**src/rtl/alu_shift_pkg.sv**
```systemverilog
package alu_shift_pkg;

    typedef enum logic [2:0] {
        OP_PASS_A = 3'b000,
        OP_PASS_B = 3'b001,
        OP_ADD    = 3'b010,
        OP_SUB    = 3'b011,
        OP_INV_A  = 3'b100,
        OP_INV_B  = 3'b101,
        OP_AND    = 3'b110,
        OP_OR     = 3'b111
    } alu_op_e;

    typedef enum logic [1:0] {
        SH_NONE = 2'b00,
        SH_LEFT = 2'b01,
        SH_LRT  = 2'b10,
        SH_ART  = 2'b11
    } shf_op_e;

endpackage

```
**src/rtl/alu_stage.sv**
```systemverilog
module alu_stage
    import alu_shift_pkg::*;
#(
    parameter int WIDTH = 16
) (
    input  logic [WIDTH-1:0] a_i,
    input  logic [WIDTH-1:0] b_i,
    input  alu_op_e          op_i,
    output logic [WIDTH-1:0] y_o,
    output logic             carry_o,
    output logic             ovf_o
);
    localparam int LOW = WIDTH - 1;

    logic [WIDTH:0] wide_sum;
    logic [LOW:0]   low_sum;
    logic [WIDTH-1:0] b_eff;
    logic           cin;

    always_comb begin
        cin      = (op_i == OP_SUB);
        b_eff    = cin ? ~b_i : b_i;
        wide_sum = {1'b0, a_i} + {1'b0, b_eff} + {{WIDTH{1'b0}}, cin};
        low_sum  = {1'b0, a_i[LOW-1:0]} + {1'b0, b_eff[LOW-1:0]} + {{(LOW){1'b0}}, cin};
        y_o      = '0;
        carry_o  = 1'b0;
        ovf_o    = 1'b0;
        unique case (op_i)
            OP_PASS_A: y_o = a_i;
            OP_PASS_B: y_o = b_i;
            OP_ADD: begin
                y_o     = wide_sum[WIDTH-1:0];
                carry_o = wide_sum[WIDTH];
                ovf_o   = wide_sum[WIDTH] ^ low_sum[LOW];
            end
            OP_SUB: begin
                y_o     = wide_sum[WIDTH-1:0];
                carry_o = ~wide_sum[WIDTH];
                ovf_o   = wide_sum[WIDTH] ^ low_sum[LOW];
            end
            OP_INV_A:  y_o = ~a_i;
            OP_INV_B:  y_o = ~b_i;
            OP_AND:    y_o = a_i & b_i;
            OP_OR:     y_o = a_i | b_i;
            default:   y_o = '0;
        endcase
    end

endmodule

```
**src/rtl/shift_stage.sv**
```systemverilog
module shift_stage
    import alu_shift_pkg::*;
#(
    parameter int WIDTH = 16
) (
    input  logic [WIDTH-1:0] d_i,
    input  shf_op_e          op_i,
    output logic [WIDTH-1:0] q_o
);
    always_comb begin
        unique case (op_i)
            SH_NONE: q_o = d_i;
            SH_LEFT: q_o = {d_i[WIDTH-2:0], 1'b0};
            SH_LRT:  q_o = {1'b0, d_i[WIDTH-1:1]};
            SH_ART:  q_o = {d_i[WIDTH-1], d_i[WIDTH-1:1]};
            default: q_o = d_i;
        endcase
    end

endmodule

```
**src/rtl/flag_stage.sv**
```systemverilog
module flag_stage #(
    parameter int WIDTH = 16
) (
    input  logic [WIDTH-1:0] r_i,
    output logic             zero_o,
    output logic             sign_o
);
    always_comb begin
        zero_o = ~|r_i;
        sign_o = r_i[WIDTH-1];
    end

endmodule

```
**src/rtl/alu_shift_unit.sv**
```systemverilog
module alu_shift_unit
    import alu_shift_pkg::*;
#(
    parameter int WIDTH = 16
) (
    input  logic [WIDTH-1:0] opa,
    input  logic [WIDTH-1:0] opb,
    input  logic [2:0]       alu_sel,
    input  logic [1:0]       shf_sel,
    output logic [WIDTH-1:0] result,
    output logic             flag_z,
    output logic             flag_s,
    output logic             flag_c,
    output logic             flag_v
);
    logic [WIDTH-1:0] stage1_y;
    logic [WIDTH-1:0] stage2_y;
    alu_op_e          op_sel;
    shf_op_e          sh_sel;

    assign op_sel = alu_op_e'(alu_sel);
    assign sh_sel = shf_op_e'(shf_sel);

    alu_stage #(.WIDTH(WIDTH)) u_alu (
        .a_i     (opa),
        .b_i     (opb),
        .op_i    (op_sel),
        .y_o     (stage1_y),
        .carry_o (flag_c),
        .ovf_o   (flag_v)
    );

    shift_stage #(.WIDTH(WIDTH)) u_shf (
        .d_i  (stage1_y),
        .op_i (sh_sel),
        .q_o  (stage2_y)
    );

    flag_stage #(.WIDTH(WIDTH)) u_flg (
        .r_i    (stage2_y),
        .zero_o (flag_z),
        .sign_o (flag_s)
    );

    assign result = stage2_y;

endmodule

```
**config.mk**
```make
export PLATFORM = sky130hd
export DESIGN_NAME = alu_shift_unit
export DESIGN_NICKNAME = d
export VERILOG_FILES = /design/src/rtl/alu_shift_pkg.sv /design/src/rtl/alu_stage.sv /design/src/rtl/shift_stage.sv /design/src/rtl/flag_stage.sv /design/src/rtl/alu_shift_unit.sv
export SDC_FILE = /design/constraint.sdc
export NUM_CORES = 1
export LEC_CHECK = 0
export BUFFER_PORTS_ARGS = -buffer_cell sky130_fd_sc_hd__buf_2
export CAP_MARGIN = 20
export CORE_ASPECT_RATIO = 1.25
export CORE_MARGIN = 8
export CORE_UTILIZATION = 59
export DETAILED_ROUTE_END_ITERATION = 7
export PLACE_DENSITY = 0.86
export SLEW_MARGIN = 20
export SYNTH_ARGS = -nofsm -noshare
export SYNTH_HDL_FRONTEND = slang
export SYNTH_SLANG_ARGS = --single-unit
export TNS_END_PERCENT = 50
```
**constraint.sdc**
```tcl
create_clock -name vclk -period 5.4
set_clock_uncertainty 0.15 [all_clocks]
set_input_delay 0.27 -clock vclk [all_inputs]
set_output_delay 0.27 -clock vclk [all_outputs]
set_load 0.02 [all_outputs]
```
Yosys cells after proc, flatten, opt, wreduce, memory -nomap -nowiden

Cells that the tools add are included.

Equality and inequality tests: 10
Multiplexer cells: 5
Reductions and logical operators: 5
Add/sub/neg operators: 4
Bitwise logic cells: 6

Operators with widths:

| kind                                                | number |
|---|---|
| case mux 16 bit (7 select lines)                    | 1 |
| case mux 16 bit (4 select lines)                    | 1 |
| inverter 16 bit                                     | 2 |
| adder 16 x 16 -> 17 bit                             | 1 |
| adder 17 x 1 -> 17 bit                              | 1 |
| adder 15 x 15 -> 16 bit                             | 1 |
| adder 16 x 1 -> 16 bit                              | 1 |
| AND 16 bit                                          | 1 |
| two-way mux 16 bit                                  | 1 |
| OR 16 bit                                           | 1 |
| OR reduction 16 bit                                 | 1 |
| equality test 3 bit, second input constant          | 4 |
| equality test 3 x 2 -> 1 bit, second input constant | 2 |
| equality test 2 bit, second input constant          | 2 |
| equality test 3 x 1 -> 1 bit, second input constant | 1 |
| logical NOT 3 bit                                   | 1 |
| equality test 2 x 1 -> 1 bit, second input constant | 1 |
| logical NOT 2 bit                                   | 1 |
| case mux 1 bit (2 select lines)                     | 1 |
| OR reduction 2 bit                                  | 1 |
| logical NOT 1 bit                                   | 1 |
| two-way mux 1 bit                                   | 1 |
| inverter 1 bit                                      | 1 |
| XOR 1 bit                                           | 1 |

Word-level logic and storage cells: 30
Register bits: 0
Input port bits: 37

Depth between registers and ports, before layout

Depth after elaboration: 8
Gate-level depth with buffers: 17

Modules after synthesis

From an unflattened synthesis, not the netlist that was laid out.

Cells, all modules: 314
Area, all modules: 2,326.0 µm²

By module, submodules not included:

| module      | times used | area an instance (µm²) | cells each | seq. area each (µm²) |
|---|---|---|---|---|
| alu_stage   | 1          | 1,929.4                | 257        | 0.0 |
| shift_stage | 1          | 355.3                  | 51         | 0.0 |
| flag_stage  | 1          | 41.3                   | 6          | 0.0 |

Least setup slack after synthesis

OpenSTA, ideal clock, no wires.

Path kind: input-to-output
Start: in alu_sel[1]
End: out flag_z
Stages on the path: 16
Arrival: 4.252 ns
Required time: 4.980 ns
Path slack: 0.728 ns
Path through: clkbuf_2 > nor2b_1 > clkbuf_1 > buf_1 > nand2_1 > buf_2 > xnor2_1 > ha_1 > nor2b_1 > o2111a_1 > o311a_1 > nor3_1 > a21oi_1 > o21ai_0 > o21ai_0 > nor4_2

Word-level cells in the longest chain between the ends: 8
Elaborated cells between the ends (all ways): 16
Classes of those cells: add/sub (2); eq/ne (7); mux (3); reduce/logical (4)

Ends and longest elaborated chain:

| item                                 | RTL line                         | RTL |
|---|---|---|
| start: declaration                   | alu_shift_unit.sv:8              | `input logic [2:0] alu_sel,` |
| equality test 3 x 2 -> 1 bit         | alu_stage.sv:21, alu_stage.sv:28 |  |
| two-way mux 16 bit                   | alu_stage.sv:22                  | `b_eff = cin ? ~b_i : b_i;` |
| adder 16 x 16 -> 17 bit              | alu_stage.sv:23                  | `wide_sum = {1'b0, a_i} + {1'b0, b_eff} + {{WIDTH{1'b0}}, cin};` |
| adder 17 x 1 -> 17 bit               | alu_stage.sv:23                  |  |
| case mux 16 bit (7 select lines) (*) | alu_stage.sv:28                  | `unique case (op_i)` |
| case mux 16 bit (4 select lines) (*) | shift_stage.sv:11                | `unique case (op_i)` |
| named net result[7]                  | alu_shift_unit.sv:10             | `output logic [WIDTH-1:0] result,` |
| OR reduction 16 bit (*)              | flag_stage.sv:9                  | `zero_o = ~\|r_i;` |
| logical NOT 1 bit (*)                | flag_stage.sv:9                  |  |
| end: declaration                     | alu_shift_unit.sv:11             | `output logic flag_z,` |

The timed path passes the listed nets; every way through them passes the cells marked *.

Worst setup path after layout

Start: in alu_sel[2]
End: out flag_z

Word-level cells in the longest chain between the ends: 8
Elaborated cells between the ends (all ways): 16
Classes of those cells: add/sub (2); eq/ne (7); mux (3); reduce/logical (4)

Ends and longest elaborated chain:

| item                                 | RTL line |
|---|---|
| equality test 3 x 2 -> 1 bit         | alu_stage.sv:21, alu_stage.sv:28 |
| two-way mux 16 bit                   | alu_stage.sv:22 |
| adder 16 x 16 -> 17 bit              | alu_stage.sv:23 |
| adder 17 x 1 -> 17 bit               | alu_stage.sv:23 |
| case mux 16 bit (7 select lines) (*) | alu_stage.sv:28 |
| case mux 16 bit (4 select lines) (*) | shift_stage.sv:11 |
| OR reduction 16 bit (*)              | flag_stage.sv:9 |
| logical NOT 1 bit (*)                | flag_stage.sv:9 |

Every way passes the cells marked *; elsewhere a longest branch is shown, timed or not.

==> impl_metrics.ini <==
[status]
status = finished, final reports clean

[detailed_routing]
firstDrtPassIters = 5
vias_per_cell = 6.52
vias = 3099
ant_nets = 0
routedWlPerCell_um = 16.7
drt-total-wl_um = 7920
drc = 0
drt_iter0_drc = 207

[power]
leakagePower_nw = 1.25
irDropWorstVdd_mv = 0.0767
power_density_nw_per_um2 = 139

[critical_path]
cp_max_fo = 19
startpoint_type = input port
criticalPathCategory = in -> out
critPathSlowestCell = a2111oi_4
critPathBufInv = 4
crit_family = compound AO/OA/AOI/OAI gates
setup.worst_path.end_class = primary output
crit_top_cell = buf_2
arrival_ps = 3970
slowest_delay_ps = 480
crit_chain = buf_2 > nor2b_1 > nand2_1 > buf_4 > xnor2_1 > ha_1 > a211oi_2 > a2111oi_4 > o221ai_1 > a211oi_1 > inv_1 > o32ai_1 > nand3_1 > nor4_2 > buf_2
worstPathRequired_ps = 4980

[yosys]
synth_top_cell_area_share_pct = 9.98
yosys.area.top_type = ha_1
synthCells = 381
synth_fp_nets = 440
yosysWarnings = 0
avgSynthCellArea_sq_um = 6.91
syn-cell-area_sq_um = 2630
synth_common_cells = nand2_1 (35), a21oi_1 (31), o21ai_0 (30)
yosysSeqAreaShare_pct = 0
ys_types = 68
synth_most_common_cell = nand2_1
synth_area_leaders = ha_1 (10%), xnor2_1 (9.6%), mux2i_1 (9.5%)

[die]
die_w_um = 75.8
die_area_sq_um = 6870
ios = 57
placementRows = 27
start_util_pct = 60.4
chipHeight_um = 90.7
core-area_sq_um = 4360

[timing]
slew_violations = 0
finalCriticalPeriod_ps = 4390
hold_violations = 0
fmax_mhz = 228
worst_slew_pin_slew_ps = 671
period_share_pct = 81.3
setup_tns_ps = 0
rsz0062_at_grt = no
holdWs_ps = 934
setup_violations = 0
slew_headroom_pct = 55.2

[run]
max_cap_violations = 0

[finish]
design.seq.count = 0
regArea_sq_um = 0
fillCellCount = 386
area_growth_pct = 10.2
fin_nets = 478
drive_gt1_share_pct = 18.2
antenna_cells = 0
clkbuf_count = 0

[global_route]
grt_start_max_net_pins = 39
grt_overflow_total = 0
busiest_layer = met2
grt_pass1_wl_um = 13000
grt.met1_usage_pct = 26.1
grt_util_met3_pct = 1.00
grt_pass1_vias = 2840
grt_util_all_layers_pct = 22.3
use_met2_pct = 40.1
antenna_found_initial = 0

[place]
dp_hpwl_um = 6070
gp_congestion = 0.935
port_buffers = 57

[cts]
holdBufCountCts = 0
cts_resized = 0
cts_post_setup_buffers_inserted = 0

[hold_path]
hp-class = in -> out
area by class of cell:
type                       instances  area, sq um  area share, %
multi-input combinational        345         2470           85.2
timing repair buffer              61          315           10.9
inverter                          11         41.3           1.42
tap                               58         72.6           2.50
routing by layer:
layer	routed length, um	vias to the layer above
met5	0	-
met4	266	0
met3	501	30
met2	3990	147
met1	3160	1404
li1	-	1518
where the power goes:
group / leakage (nW) / internal, mW / total [mW] / switching [mW]
Combinational: 1.25 / 0.155 / 0.402 / 0.247
Clock: 0 / 0 / 0 / 0
Sequential: 0 / 0 / 0 / 0
Total: 1.25 / 0.155 / 0.402 / 0.247
worst min-delay path, delay by kind of cell:
kind,cells,cell delay (ps)
and+or+nand+nor,1,90
AOI/OAI and AO/OA,1,60
buffers and inverters,2,380
cell usage in the layout (no fill, tap or decap), drive strengths merged, types with 8 or more instances in the layout:
master,Yosys,final
mux2i,25,25
inv,9,9
nand2b,8,8
maj3,8,8
ha,21,21
nand2,35,35
o211ai,9,9
o21ai,30,30
nand3,12,12
nor2,27,27
a21oi,31,31
nor3,14,14
xnor2,29,29
buf,10,61
a211oi,10,10
logic make-up after synthesis:
logic type                 Yosys count  synth area share (%)
AOI/OAI and AO/OA                  131                  34.8
adders and majority gates           30                  13.8
buffers and inverters               36                  6.13
xor gates and xnor gates            31                  10.3
muxes                               26                  9.93
and+or+nand+nor                    127                  25.1
worst paths after layout:
kind                  depth (start not counted)  startpoint  slack [ps]         end
worst max-delay path                         15  alu_sel[2]        1010      flag_z
worst min-delay path                          4  shf_sel[1]         930  result[10]
through the flow:
stage	total power [mW]	instances	area, sq um	setup slack (ps)	util [%]
3_3_place_gp	0.388	475	2900	1190	66.6
5_1_grt	0.439	475	2900	744	66.6
3_5_place_dp	0.395	475	2900	1090	66.6
6_report	0.402	475	2900	1010	66.6
4_1_cts	0.397	475	2900	1100	66.6
2_1_floorplan	0.297	381	2630	728	-
Note: power is estimated with default switching activity, not from simulation.
